File: src/rtl/loader_pkg.sv
package loader_pkg;
    typedef enum logic [3:0] {
        S_IDLE,
        S_RD_ENTRY,
        S_CAP_ENTRY,
        S_RD_CNT,
        S_CAP_CNT,
        S_RD_DST,
        S_CAP_DST,
        S_RD_BYTE,
        S_WR_BYTE,
        S_FINISH,
        S_FAULT
    } ldr_state_e;
endpackage

File: src/rtl/ldr_src_ptr.sv
// Source pointer: load, word step, byte step, round up to 4-byte boundary.
module ldr_src_ptr #(
    parameter int AW = 32
) (
    input  logic          clk,
    input  logic          rst_n,
    input  logic          load_i,
    input  logic [AW-1:0] base_i,
    input  logic          step_word_i,
    input  logic          step_byte_i,
    input  logic          align_i,
    output logic [AW-1:0] ptr_o
);
    localparam logic [AW-1:0] ALIGN_MASK = ~AW'(3);

    always_ff @(posedge clk or negedge rst_n) begin
        if (!rst_n)           ptr_o <= '0;
        else if (load_i)      ptr_o <= base_i;
        else if (step_word_i) ptr_o <= ptr_o + AW'(4);
        else if (step_byte_i) ptr_o <= ptr_o + AW'(1);
        else if (align_i)     ptr_o <= (ptr_o + AW'(3)) & ALIGN_MASK;
    end
endmodule

File: src/rtl/ldr_sec_guard.sv
// Counts accepted sections and flags when the limit is used up.
module ldr_sec_guard #(
    parameter int MAX_SECT = 16
) (
    input  logic clk,
    input  logic rst_n,
    input  logic clr_i,
    input  logic inc_i,
    output logic full_o
);
    localparam int CW = $clog2(MAX_SECT + 1);

    logic [CW-1:0] count_q;

    always_ff @(posedge clk or negedge rst_n) begin
        if (!rst_n)      count_q <= '0;
        else if (clr_i)  count_q <= '0;
        else if (inc_i)  count_q <= count_q + CW'(1);
    end

    assign full_o = (count_q == CW'(MAX_SECT));
endmodule

File: src/rtl/section_loader.sv
module section_loader
    import loader_pkg::*;
#(
    parameter int AW       = 32,
    parameter int MAX_SECT = 16
) (
    input  logic          clk,
    input  logic          rst_n,
    input  logic          start_i,
    input  logic [AW-1:0] table_base_i,
    output logic          src_rd_o,
    output logic          src_word_o,
    output logic [AW-1:0] src_addr_o,
    input  logic [31:0]   src_rdata_i,
    output logic          dst_we_o,
    output logic [AW-1:0] dst_addr_o,
    output logic [7:0]    dst_data_o,
    output logic          busy_o,
    output logic          done_o,
    output logic          error_o,
    output logic [31:0]   entry_o,
    output logic          entry_valid_o
);
    ldr_state_e state_q, state_d;

    logic [31:0]   entry_q, cnt_q;
    logic [AW-1:0] dst_q;
    logic          done_q, err_q;

    logic ptr_load, ptr_word, ptr_byte, ptr_align;
    logic g_clr, g_inc, g_full;
    logic cap_entry, cap_cnt, cap_dst, wr_byte;
    logic set_done, set_err;
    logic [AW-1:0] ptr;

    ldr_src_ptr #(.AW(AW)) u_ptr (
        .clk         (clk),
        .rst_n       (rst_n),
        .load_i      (ptr_load),
        .base_i      (table_base_i),
        .step_word_i (ptr_word),
        .step_byte_i (ptr_byte),
        .align_i     (ptr_align),
        .ptr_o       (ptr)
    );

    ldr_sec_guard #(.MAX_SECT(MAX_SECT)) u_guard (
        .clk    (clk),
        .rst_n  (rst_n),
        .clr_i  (g_clr),
        .inc_i  (g_inc),
        .full_o (g_full)
    );

    // State register
    always_ff @(posedge clk or negedge rst_n) begin
        if (!rst_n) state_q <= S_IDLE;
        else        state_q <= state_d;
    end

    // Next state and controls
    always_comb begin
        state_d       = state_q;
        src_rd_o      = 1'b0;
        src_word_o    = 1'b0;
        dst_we_o      = 1'b0;
        entry_valid_o = 1'b0;
        ptr_load      = 1'b0;
        ptr_word      = 1'b0;
        ptr_byte      = 1'b0;
        ptr_align     = 1'b0;
        g_clr         = 1'b0;
        g_inc         = 1'b0;
        cap_entry     = 1'b0;
        cap_cnt       = 1'b0;
        cap_dst       = 1'b0;
        wr_byte       = 1'b0;
        set_done      = 1'b0;
        set_err       = 1'b0;
        unique case (state_q)
            S_IDLE: begin
                if (start_i) begin
                    ptr_load = 1'b1;
                    g_clr    = 1'b1;
                    state_d  = S_RD_ENTRY;
                end
            end
            S_RD_ENTRY: begin
                src_rd_o   = 1'b1;
                src_word_o = 1'b1;
                ptr_word   = 1'b1;
                state_d    = S_CAP_ENTRY;
            end
            S_CAP_ENTRY: begin
                cap_entry = 1'b1;
                state_d   = S_RD_CNT;
            end
            S_RD_CNT: begin
                src_rd_o   = 1'b1;
                src_word_o = 1'b1;
                ptr_word   = 1'b1;
                state_d    = S_CAP_CNT;
            end
            S_CAP_CNT: begin
                cap_cnt = 1'b1;
                if (src_rdata_i == 32'd0) begin
                    state_d = S_FINISH;
                end else if (g_full) begin
                    state_d = S_FAULT;
                end else begin
                    g_inc   = 1'b1;
                    state_d = S_RD_DST;
                end
            end
            S_RD_DST: begin
                src_rd_o   = 1'b1;
                src_word_o = 1'b1;
                ptr_word   = 1'b1;
                state_d    = S_CAP_DST;
            end
            S_CAP_DST: begin
                cap_dst = 1'b1;
                state_d = S_RD_BYTE;
            end
            S_RD_BYTE: begin
                src_rd_o = 1'b1;
                ptr_byte = 1'b1;
                state_d  = S_WR_BYTE;
            end
            S_WR_BYTE: begin
                dst_we_o = 1'b1;
                wr_byte  = 1'b1;
                if (cnt_q == 32'd1) begin
                    ptr_align = 1'b1;
                    state_d   = S_RD_CNT;
                end else begin
                    state_d   = S_RD_BYTE;
                end
            end
            S_FINISH: begin
                entry_valid_o = 1'b1;
                set_done      = 1'b1;
                state_d       = S_IDLE;
            end
            S_FAULT: begin
                set_done = 1'b1;
                set_err  = 1'b1;
                state_d  = S_IDLE;
            end
            default: state_d = S_IDLE;
        endcase
    end

    // Datapath registers
    always_ff @(posedge clk or negedge rst_n) begin
        if (!rst_n) begin
            entry_q <= '0;
            cnt_q   <= '0;
            dst_q   <= '0;
            done_q  <= 1'b0;
            err_q   <= 1'b0;
        end else begin
            if (cap_entry) entry_q <= src_rdata_i;
            if (cap_cnt)   cnt_q   <= src_rdata_i;
            else if (wr_byte) cnt_q <= cnt_q - 32'd1;
            if (cap_dst)   dst_q   <= src_rdata_i[AW-1:0];
            else if (wr_byte) dst_q <= dst_q + AW'(1);
            if (ptr_load) begin
                done_q <= 1'b0;
                err_q  <= 1'b0;
            end else begin
                if (set_done) done_q <= 1'b1;
                if (set_err)  err_q  <= 1'b1;
            end
        end
    end

    assign src_addr_o = ptr;
    assign dst_addr_o = dst_q;
    assign dst_data_o = src_rdata_i[7:0];
    assign busy_o     = (state_q != S_IDLE);
    assign done_o     = done_q;
    assign error_o    = err_q;
    assign entry_o    = entry_q;
endmodule

File: config.mk
export PLATFORM = sky130hd
export DESIGN_NAME = section_loader
export DESIGN_NICKNAME = d
export VERILOG_FILES = /design/src/rtl/loader_pkg.sv /design/src/rtl/ldr_src_ptr.sv /design/src/rtl/ldr_sec_guard.sv /design/src/rtl/section_loader.sv
export SDC_FILE = /design/constraint.sdc
export NUM_CORES = 1
export LEC_CHECK = 0
export ABC_AREA = 0
export BUFFER_PORTS_ARGS = -buffer_cell sky130_fd_sc_hd__buf_4
export CELL_PAD_IN_SITES_DETAIL_PLACEMENT = 1
export CELL_PAD_IN_SITES_GLOBAL_PLACEMENT = 2
export CORE_MARGIN = 1
export CORE_UTILIZATION = 30
export DETAILED_ROUTE_END_ITERATION = 10
export GPL_TIMING_DRIVEN = 0
export MAX_ROUTING_LAYER = met4
export PLACE_DENSITY_LB_ADDON = 0.1
export SLEW_MARGIN = 20
export SYNTH_ARGS = -nofsm -noshare
export SYNTH_HDL_FRONTEND = slang
export SYNTH_SLANG_ARGS = --single-unit
export TNS_END_PERCENT = 1
File: constraint.sdc
create_clock -name clk -period 2.4 [get_ports clk]
set_clock_uncertainty 0.05 [all_clocks]
set_input_delay 0 -clock clk [delete_from_list [all_inputs] [get_ports clk]]
set_output_delay 0 -clock clk [all_outputs]
set_load 0.1 [all_outputs]
==> results <==
- The run finished, with violations left.
- The final reports fail on negative setup slack.
- At the end of the flow, the number of nets in the layout was 1192.
- The buffer cell driving the clock tree root is sky130_fd_sc_hd__clkbuf_16.
- The instance count of the mapped netlist is 829.
- The initial utilization of the core area, before any placement, comes to between 30% and 40%.
- The arrival time at the worst endpoint is between 2 and 3 ns.
- The number of antenna violations at the first check in global routing is 0.
- The time the final worst path needs with I/O delays and setup is about 2.5 ns.
- Of the cells placed in the final design, the portion with a size suffix greater than 1 is ~33%.
- The leading area contributor after synthesis is sky130_fd_sc_hd__dfrtp_1.
- From synthesis to final layout, the design area changed by 49.39%.
- Synthesis inferred around 140 register bits.
- The delay of the slowest critical-path stage is 0.62 ns.
- The number of warnings printed during yosys synthesis is 0.
- The final route contains 7785 vias.
- The transition time at the pin with the least slew margin is 0.9816 ns.
- Buffers placed on the I/O ports in this run total 177.
- The most used standard cell by instance count after synthesis is sky130_fd_sc_hd__dfrtp_1.
- The synthesized design contains 0 enable-type register cells.
- The post-detailed-routing wire length is 30950 um.
- Of the synthesized area, sequential elements account for 45.14%.
- TritonCTS built the clock tree.
- The critical path launch point is cnt_q[22].
- Once layout is complete, the cells apart from fillers number approximately 1500.
- The number of core rows is 58.
- Yosys attributes the largest share of cell area to sky130_fd_sc_hd__dfrtp_1 45%, sky130_fd_sc_hd__nand2_1 5.6%, sky130_fd_sc_hd__mux2_2 4.7%.
- The count of pins over their slew limit is 0.
- The post-synthesis average cell area is 9.296 um2.
- The clock net in this run drives a total of 139 sinks.
- Adding up every negative setup slack in the final design gives -1.481 ns.
- The worst path uses 105.6% of the clock period.
- The number of CTS-inserted buffers is 17.
- Dividing the detail-routed via count by the number of cells gives 5.332.
- The number of global-route vias before repair was 8028.
- The diode insertion count for antenna repair is 0.
- The die covers 26330 um2.
- Pin placement for this block handled approximately 180 I/O pins.
- The type of the worst setup path is register to register.
- The H-tree was split into 4 levels.
- In this run, placement finished with an instance count of 1338.
- Measured against its own limit, the worst slew margin works out to around 35%.
- At the end of routability-driven placement, the weighted congestion stood at approximately 0.78.
- In this run the register-to-register setup slack is -0.14 ns.
- The estimated wirelength of the detail-placed design is 21440 um.
- The reg-to-reg critical path endpoint is u_ptr.ptr_o[1].
- Max-cap violations in this run came to 0.
- The floorplan step set the die width to 162.3 um.
- The number of nets handed over by synthesis was between 900 and 1000.
- Static timing analysis puts the maximum clock frequency at slightly below 0.4 GHz.
- The buffer and inverter count on the worst path is 1.
- The critical path data required time is ~2.7 ns.
- The standard cell with the maximum stage delay on the critical path is sky130_fd_sc_hd__or4_4.
- For the worst flop-to-flop path, the logic depth is 7.
- The final count of hold timing violations came to 0.
- The endpoint kind of the worst setup timing path is a register.
- The vertical die dimension is roughly 160 um.
- In this run the biggest area consumer among cell types represents 45.14% of the synthesized area.
- The critical register-to-register path startpoint is cnt_q[22].
- Sorting the synthesized cells by how often they occur yields 139 x sky130_fd_sc_hd__dfrtp_1, 115 x sky130_fd_sc_hd__nand2_1, 60 x sky130_fd_sc_hd__o21ai_0, 58 x sky130_fd_sc_hd__nor2_1, 43 x sky130_fd_sc_hd__nand3_1.
- The remaining antenna violation count after routing is 0.
- The number of DRC markers after the initial detailed-route iteration is slightly above 300.
- Entering global routing, the biggest net connects a little under 90 pins.
- The element type at the critical path start is a register.
- Along the worst path, the maximum fanout reaches 6.
- The number of iterations in the first detailed-routing pass is 6.
- The critical path goes through or4_4 > nor3_4 > nand4_4 > buf_6 > and2_4 > a21o_1 > a221o_1.
- Dividing the detail-routed wire length by the instance count gives 21.20 um.
- The number of library cell types mapped by synthesis is between 60 and 70.
- The final setup slack of the worst path is -0.1352 ns.
- The global-route wire length before repair is ~48000 um.
- The clock insertion delay at the later pin of the skew report is ~0.43 ns.
- Setup repair after global routing could not meet its margin everywhere.
- The top cell family by delay on the critical path is simple AND/OR/NAND/NOR gates.
- Setup violations remaining at the end of the flow were counted as 29.
- The clock-pin slew on the worst setup and hold paths is approximately 0.07 ns.
- The synthesized netlist occupies a cell area of between 7000 and 8000 um2.
- The total congestion overflow after global routing is 0.
- The region available for standard cell placement spans 25180 um2.
- The longest clock path from root to sink contains 2 buffers.
- The most common flop cell mapped by yosys is sky130_fd_sc_hd__dfrtp_1.
- In the synthesized netlist the async set-or-reset flop fraction comes to 100.0%.
- Global routing used 24.77% of the available tracks.
- The type of the most critical hold path is input port to asynchronous set/reset pin.
- The number of remaining DRC errors is 0.
## worst max path at each step
stage                            to  cells after the start
floorplan            dst_addr_o[29]                      6
global placement        entry_o[27]                      5
detailed placement  u_ptr.ptr_o[17]                      6
CTS                  u_ptr.ptr_o[1]                      9
global route         u_ptr.ptr_o[4]                      7
finish               u_ptr.ptr_o[1]                      7
## metal layers
layer | wire length (um) | global-route usage (%) | part of all wire (%)
met5 | 0 | - | 0
met4 | 385 | 6.261 | 1.2
met3 | 1183 | 3.422 | 3.8
met2 | 14880 | 39.94 | 48
met1 | 14500 | 32.62 | 47
## sequential cells by signal, summed over array words and instances, names as in the netlist
signal / count
cnt_q: 32
dst_addr_o: 32
entry_o: 32
u_ptr.ptr_o: 32
u_guard.count_q: 5
state_q: 4
done_o: 1
error_o: 1
## placed cells by master, fill, tap and decap left out, types with 9 or more instances in the layout
master,n
sky130_fd_sc_hd__a221o_1,16
sky130_fd_sc_hd__nand4_1,16
sky130_fd_sc_hd__buf_4,206
sky130_fd_sc_hd__xnor2_1,30
sky130_fd_sc_hd__o21ai_0,54
sky130_fd_sc_hd__nand3_1,40
sky130_fd_sc_hd__nor2_1,55
sky130_fd_sc_hd__clkbuf_2,13
sky130_fd_sc_hd__clkbuf_1,19
sky130_fd_sc_hd__nand2_1,109
sky130_fd_sc_hd__dlygate4sd3_1,66
sky130_fd_sc_hd__and3_1,11
sky130_fd_sc_hd__clkbuf_16,18
sky130_fd_sc_hd__mux2_2,32
sky130_fd_sc_hd__nor3_1,15
sky130_fd_sc_hd__dfrtp_1,130
sky130_fd_sc_hd__dfrtp_2,9
sky130_fd_sc_hd__o211ai_1,14
sky130_fd_sc_hd__nor4_1,13
sky130_fd_sc_hd__a21oi_1,35
sky130_fd_sc_hd__o21ai_1,10
sky130_fd_sc_hd__o311ai_0,16
sky130_fd_sc_hd__inv_1,23
## logic make-up after synthesis
| group | count (synthesis) | share of synthesized area, % |
|---|---|---|
| xor+xnor | 32 | 3.637 |
| buf+inv | 76 | 4.530 |
| fa+ha+maj | 9 | 1.429 |
| compound gates | 205 | 18.57 |
| mux | 35 | 5.066 |
| flops | 139 | 45.14 |
| simple gates | 333 | 21.63 |
## cell type report
cell class / instances / area [um2]
Timing Repair Buffer: 271 / 2276
Multi-Input combinational cell: 614 / 4309
Fill cell: 2912 / 13670
Clock buffer: 19 / 432.9
Clock inverter: 13 / 191.4
Tap cell: 330 / 412.9
Buffer: 50 / 306.5
Inverter: 24 / 93.84
Sequential cell: 139 / 3490
## worst reg2reg max path: cells and delay by family (launching register included)
kind            cells  cell delay, ns
buf+inv             1            0.22
simple gates        4            1.26
compound gates      2            0.50
flops               1            0.40
## per-stage QoR
step	util [%]	cell area [um2]	hold WS (ns)	setup slack, ns
6_report	45.72	11510	0.02762	-0.1352
3_3_place_gp	37.58	9463	0.1582	-0.9260
3_5_place_dp	37.79	9515	-0.09091	-0.7179
5_1_grt	45.72	11510	0.06110	-0.2283
2_1_floorplan	-	7721	-0.3456	-0.4411
4_1_cts	45.04	11340	0.04602	-0.1738
## timing repair
action	in CTS	in global routing
resized for setup	90	51
hold endpoints to repair	270	0
pin swaps	27	18
hold buffers	66	0
cloned	2	0
endpoints found under the setup margin	112	89
setup buffers	18	6
Power is left out: the tool's default activity adds up to more than one toggle a clock period on the data nets, which glitch-free logic cannot reach.
